### config.mk
export PLATFORM = sky130hd
export DESIGN_NAME = vram_port_ctrl
export DESIGN_NICKNAME = d
export VERILOG_FILES = /design/src/rtl/vport_pkg.sv /design/src/rtl/vport_decode.sv /design/src/rtl/vport_word_addr.sv /design/src/rtl/vport_pal_ptr.sv /design/src/rtl/vram_port_ctrl.sv
export SDC_FILE = /design/constraint.sdc
export NUM_CORES = 1
export LEC_CHECK = 0
export BUFFER_PORTS_ARGS = -buffer_cell sky130_fd_sc_hd__buf_2
export CAP_MARGIN = 20
export CORE_MARGIN = 4
export CORE_UTILIZATION = 45
export DETAILED_ROUTE_END_ITERATION = 10
export PLACE_DENSITY = 0.78
export SETUP_SLACK_MARGIN = 0.3
export SLEW_MARGIN = 40
export SYNTH_ARGS = -nofsm -noshare
export SYNTH_HDL_FRONTEND = slang
export SYNTH_HIERARCHICAL = 1
export SYNTH_SLANG_ARGS = --single-unit
### constraint.sdc
create_clock -name clk -period 5.2 [get_ports clk]
set_input_delay 0.52 -clock clk [delete_from_list [all_inputs] [get_ports clk]]
set_output_delay 0.52 -clock clk [all_outputs]
set_load 0.05 [all_outputs]
### src/rtl/vport_pkg.sv
package vport_pkg;

  localparam int SEL_W   = 3;
  localparam int NUM_SEL = 7;

  localparam int IDX_MODE     = 0;
  localparam int IDX_ADDR_LO  = 1;
  localparam int IDX_ADDR_HI  = 2;
  localparam int IDX_DATA_LO  = 3;
  localparam int IDX_DATA_HI  = 4;
  localparam int IDX_PAL_ADDR = 5;
  localparam int IDX_PAL_DATA = 6;

  localparam logic [SEL_W-1:0] SEL_ADDR_HI  = 3'd2;
  localparam logic [SEL_W-1:0] SEL_MODE     = 3'd0;
  localparam logic [SEL_W-1:0] SEL_DATA_HI  = 3'd4;
  localparam logic [SEL_W-1:0] SEL_PAL_ADDR = 3'd5;
  localparam logic [SEL_W-1:0] SEL_UNUSED   = 3'd7;

  // Mode field positions: these are decoded by software, so they stay fixed.
  localparam int STEP_LSB  = 0;
  localparam int REMAP_LSB = 2;
  localparam int REMAP_W   = 2;

  // Step in words for a two-bit step code.
  function automatic logic [31:0] step_words(input logic [1:0] code,
                                             input int mid_log2,
                                             input int big_log2);
    logic [31:0] s;
    case (code)
      2'd0:    s = 32'd1;
      2'd1:    s = 32'd1 << mid_log2;
      default: s = 32'd1 << big_log2;
    endcase
    return s;
  endfunction

endpackage

### src/rtl/vport_decode.sv
module vport_decode
  import vport_pkg::*;
(
  input  logic              reg_wr,
  input  logic [SEL_W-1:0]  reg_sel,
  output logic [NUM_SEL-1:0] hit
);
  for (genvar i = 0; i < NUM_SEL; i++) begin : g_hit
    assign hit[i] = reg_wr && (reg_sel == SEL_W'(i));
  end
endmodule

### src/rtl/vport_word_addr.sv
module vport_word_addr
  import vport_pkg::*;
#(
  parameter int AW       = 15,
  parameter int DW       = 8,
  parameter int MID_LOG2 = 5,
  parameter int BIG_LOG2 = 7
) (
  input  logic               clk,
  input  logic               rst_n,
  input  logic               ev_mode,
  input  logic               ev_addr_lo,
  input  logic               ev_addr_hi,
  input  logic               ev_data_lo,
  input  logic               ev_data_hi,
  input  logic [DW-1:0]      wdata,
  output logic [AW-1:0]      word_q,
  output logic [1:0]         step_code_q,
  output logic               inc_on_hi_q,
  output logic [REMAP_W-1:0] remap_q,
  output logic               adv
);
  localparam int HI_W = AW - DW;

  logic [AW-1:0] step_val;

  assign adv      = inc_on_hi_q ? ev_data_hi : ev_data_lo;
  assign step_val = AW'(step_words(step_code_q, MID_LOG2, BIG_LOG2));

  always_ff @(posedge clk or negedge rst_n) begin
    if (!rst_n) begin
      step_code_q <= '0;
      inc_on_hi_q <= 1'b0;
      remap_q     <= '0;
    end else if (ev_mode) begin
      step_code_q <= wdata[STEP_LSB +: 2];
      inc_on_hi_q <= wdata[DW-1];
      remap_q     <= wdata[REMAP_LSB +: REMAP_W];
    end
  end

  always_ff @(posedge clk or negedge rst_n) begin
    if (!rst_n) begin
      word_q <= '0;
    end else if (ev_addr_lo) begin
      word_q[DW-1:0] <= wdata;
    end else if (ev_addr_hi) begin
      word_q[AW-1:DW] <= wdata[HI_W-1:0];
    end else if (adv) begin
      word_q <= word_q + step_val;
    end
  end
endmodule

### src/rtl/vport_pal_ptr.sv
module vport_pal_ptr #(
  parameter int PAW = 9,
  parameter int DW  = 8
) (
  input  logic           clk,
  input  logic           rst_n,
  input  logic           ev_load,
  input  logic           ev_write,
  input  logic [DW-1:0]  wdata,
  output logic [PAW-1:0] ptr_q
);
  localparam int LOAD_W = DW + 1;

  logic [LOAD_W-1:0] load_val;
  assign load_val = {wdata, 1'b0};

  always_ff @(posedge clk or negedge rst_n) begin
    if (!rst_n)        ptr_q <= '0;
    else if (ev_load)  ptr_q <= PAW'(load_val);
    else if (ev_write) ptr_q <= ptr_q + PAW'(1);
  end
endmodule

### src/rtl/vram_port_ctrl.sv
module vram_port_ctrl
  import vport_pkg::*;
#(
  parameter int WORD_AW       = 15,
  parameter int DATA_W        = 8,
  parameter int PAL_AW        = 9,
  parameter int MID_STEP_LOG2 = 5,
  parameter int BIG_STEP_LOG2 = 7
) (
  input  logic               clk,
  input  logic               rst_n,
  input  logic               reg_wr,
  input  logic [2:0]         reg_sel,
  input  logic [DATA_W-1:0]  reg_wdata,
  output logic               vram_we,
  output logic [WORD_AW:0]   vram_byte_addr,
  output logic [DATA_W-1:0]  vram_wdata,
  output logic               pal_we,
  output logic [PAL_AW-1:0]  pal_byte_addr,
  output logic [DATA_W-1:0]  pal_wdata,
  output logic [1:0]         remap_mode
);
  logic [NUM_SEL-1:0]  hit;
  logic [WORD_AW-1:0]  word_q;
  logic [1:0]          step_code_q;
  logic                inc_on_hi_q;
  logic [REMAP_W-1:0]  remap_q;
  logic                adv;
  logic [PAL_AW-1:0]   pal_ptr;

  vport_decode u_dec (
    .reg_wr  (reg_wr),
    .reg_sel (reg_sel),
    .hit     (hit)
  );

  vport_word_addr #(
    .AW(WORD_AW), .DW(DATA_W), .MID_LOG2(MID_STEP_LOG2), .BIG_LOG2(BIG_STEP_LOG2)
  ) u_word (
    .clk         (clk),
    .rst_n       (rst_n),
    .ev_mode     (hit[IDX_MODE]),
    .ev_addr_lo  (hit[IDX_ADDR_LO]),
    .ev_addr_hi  (hit[IDX_ADDR_HI]),
    .ev_data_lo  (hit[IDX_DATA_LO]),
    .ev_data_hi  (hit[IDX_DATA_HI]),
    .wdata       (reg_wdata),
    .word_q      (word_q),
    .step_code_q (step_code_q),
    .inc_on_hi_q (inc_on_hi_q),
    .remap_q     (remap_q),
    .adv         (adv)
  );

  vport_pal_ptr #(.PAW(PAL_AW), .DW(DATA_W)) u_pal (
    .clk      (clk),
    .rst_n    (rst_n),
    .ev_load  (hit[IDX_PAL_ADDR]),
    .ev_write (hit[IDX_PAL_DATA]),
    .wdata    (reg_wdata),
    .ptr_q    (pal_ptr)
  );

  assign vram_we        = hit[IDX_DATA_LO] | hit[IDX_DATA_HI];
  assign vram_byte_addr = {word_q, hit[IDX_DATA_HI]};
  assign vram_wdata     = reg_wdata;
  assign pal_we         = hit[IDX_PAL_DATA];
  assign pal_byte_addr  = pal_ptr;
  assign pal_wdata      = reg_wdata;
  assign remap_mode     = remap_q;
endmodule

==> impl_metrics.json <==
{
  "synthFlopType": "dfrtp_1",
  "power.total_mw": 1.03,
  "fmax_mhz": 502,
  "synth_seq_cells": 29,
  "syn_avg_cell_area_um2": 9.30,
  "wirelength_mm": 5.04,
  "worst_slack_ps": 3210,
  "critPathBufInv": 2,
  "place_hpwl_mm": 3.64,
  "synth_area_um2": 1970,
  "path_cells": "buf_2, and4bb_2, inv_1, a21oi_1, o21ai_0, a311oi_1",
  "grt_pass1_wl_mm": 7.73,
  "critPathMaxStageDelay_ps": 540,
  "min_path_type": "in -> async",
  "place_congestion": 0.874,
  "postCtsSetupRepairBufs": 0,
  "antenna_found_initial": 0,
  "clk_latency_ps": 290,
  "ios": 59,
  "vias": 1807,
  "hold_violations": 0,
  "drc_errors": 0,
  "rows": 23,
  "synth_area_leaders": "dfrtp_1 (37%), buf_4 (6.1%), nand2_1 (3.8%)",
  "drive_above_1_share_pct": 34.0,
  "cp_top_family": "compound AO/OA/AOI/OAI gates",
  "grt_max_degree": 30,
  "tns_ps": 0,
  "yosysSeqAreaShare_pct": 36.8,
  "max_slew.worst_pin.slew_ps": 670,
  "die_area_um2": 5500,
  "via_per_inst": 5.96,
  "critical_path_class": "in -> reg",
  "synthToLayoutAreaGrowth_pct": 14.7,
  "rsz0062_at_grt": "no",
  "worstPathArrival_ps": 2180,
  "cts_hold_buf": 0,
  "pre_cts_slack_ps": 2960,
  "antenna_left": 0,
  "wire_per_inst_um": 16.6,
  "slowest_stage": "and4bb_2",
  "grt_pass1_vias": 1603,
  "power_density_nw_per_um2": 454,
  "status": "complete, no violations",
  "p_leak_nw": 1.02,
  "peakVddDrop_uv": 239,
  "drtIter0Drc": 143,
  "gr-usage-all-layers_pct": 18.6,
  "die_h_um": 74.2,
  "port_buffers": 58,
  "antenna_cells": 0,
  "start_util_pct": 47.9,
  "hold_ws_ps": 265,
  "worst-path-max-fanout": 18,
  "ys_warn_count": 6,
  "firstDrtPassIters": 4,
  "relSlewSlack_pct": 55.3,
  "numCtsBuffers": 5,
  "yosysMostFrequentCell": "dfrtp_1",
  "post_cts_resized": 0,
  "ctsRootBufferMaster": "clkbuf_8",
  "cts_tree": "yes",
  "synthTopCellsByCount": "dfrtp_1 (29), nand2_1 (20), buf_4 (16)",
  "cp-end-kind": "register",
  "ys_async_sr_fraction_pct": 100,
  "netlist_instances": 212,
  "cts_buffer_depth": 2,
  "fin_worst_skew_ps": 8.03,
  "synth_top_area_share_pct": 36.8,
  "synth_top_area_cell": "dfrtp_1",
  "synth_cell_types": 48,
  "synth_edf_count": 0,
  "cap_violations": 0,
  "drv_slew": 0,
  "start_kind": "input pin",
  "fin_nets": 271,
  "clkTransAtPathRegs_ps": 60,
  "setup_viol": 0,
  "grt_overflow": 0,
  "finalCritPeriodShare_pct": 38.3,
  "cts_sinks": 29,
  "cts.htree.levels": 2,
  "required_ps": 5380,
  "period_needed_ps": 1990,
  "syn_nets": 231,
  "core-area_um2": 4120,
  "die_w_um": 74.2
}
==> layout make-up <==
| type | count | area [µm²] |
|---|---|---|
| clock buffer | 7 | 96.3 |
| clock inverter | 1 | 5.00 |
| fill | 372 | 1850 |
| inverter | 6 | 22.5 |
| multi-input combinational | 152 | 1060 |
| sequential | 29 | 726 |
| tap | 50 | 62.6 |
| timing repair buffer | 58 | 290 |
==> cells in the final DEF (no fill, tap or decap), drive strengths merged, types with 3 or more instances in the layout <==
cell     n
a21oi    4
a311oi   7
a31oi    3
and2     3
and3     4
and4     4
and4b    3
and4bb   3
buf     58
clkbuf   7
dfrtp   29
ha       5
inv      6
mux2     5
mux2i    4
nand2   21
nand3   11
nand4    9
nor2     7
nor2b    5
nor3     3
nor4b    3
o21ai   21
or3      4
or4      5
xnor2    3
xor2     4
==> metrics by stage <==
step / cells / cell area, µm² / util, %
finish: 303 / 2260 / 55.0
CTS: 303 / 2260 / 55.0
detailed placement: 295 / 2160 / 52.5
global route: 303 / 2260 / 55.0
global placement: 295 / 2160 / 52.5
floorplan: 212 / 1970 / -
==> worst register-to-register path, delay by kind of cell, from the launching register on <==
kind / cells / cell delay, ps
and+or+nand+nor: 2 / 240
DFF: 1 / 420
AOI/OAI and AO/OA: 3 / 700
adders and majority gates: 2 / 470
==> state kept, by name, summed over array words and instances (netlist names) <==
signal and cells:
u_pal/ptr_q 9, u_word/inc_on_hi_q 1, u_word/remap_q 2, u_word/step_code_q 2, u_word/word_q 15
==> report_power, final <==
part	switching (mW)	internal (mW)	leakage (nW)
sequential	0.0833	0.281	0.357
combinational	0.331	0.124	0.608
clock	0.0885	0.119	0.0542
total	0.503	0.524	1.02
==> routing by layer <==
layer,track usage [%],vias up,part of all wire (%),routed length (µm)
li1,-,857,-,-
met1,24.8,861,43,2160
met2,28.1,75,47,2370
met3,5.54,14,7.8,391
met4,8.25,0,2.5,126
met5,0,-,0,0
==> cell families after synthesis <==
family | Yosys count | share of synthesized area [%]
simple gates | 88 | 28.2
compound gates | 43 | 14.2
buf+inv | 31 | 9.45
flops | 29 | 36.8
mux | 9 | 5.08
xor+xnor | 7 | 3.11
fa+ha+maj | 5 | 3.17
==> final timing paths <==
path	startpoint	endpoint	slack, ps	cells past startpoint
worst max register to register	u_word/step_code_q[1]	u_word/word_q[10]	3280	7
min in group clk	u_word/remap_q[1]	u_word/remap_q[1]	500	1
worst max-delay path	reg_sel[2]	u_word/word_q[11]	3210	6
worst min-delay path	rst_n	u_word/word_q[6]	270	1
max in group asynchronous	rst_n	u_word/word_q[3]	4500	1
worst min register to register	u_word/remap_q[1]	u_word/remap_q[1]	500	1
Power figures use the tool's default switching activity.
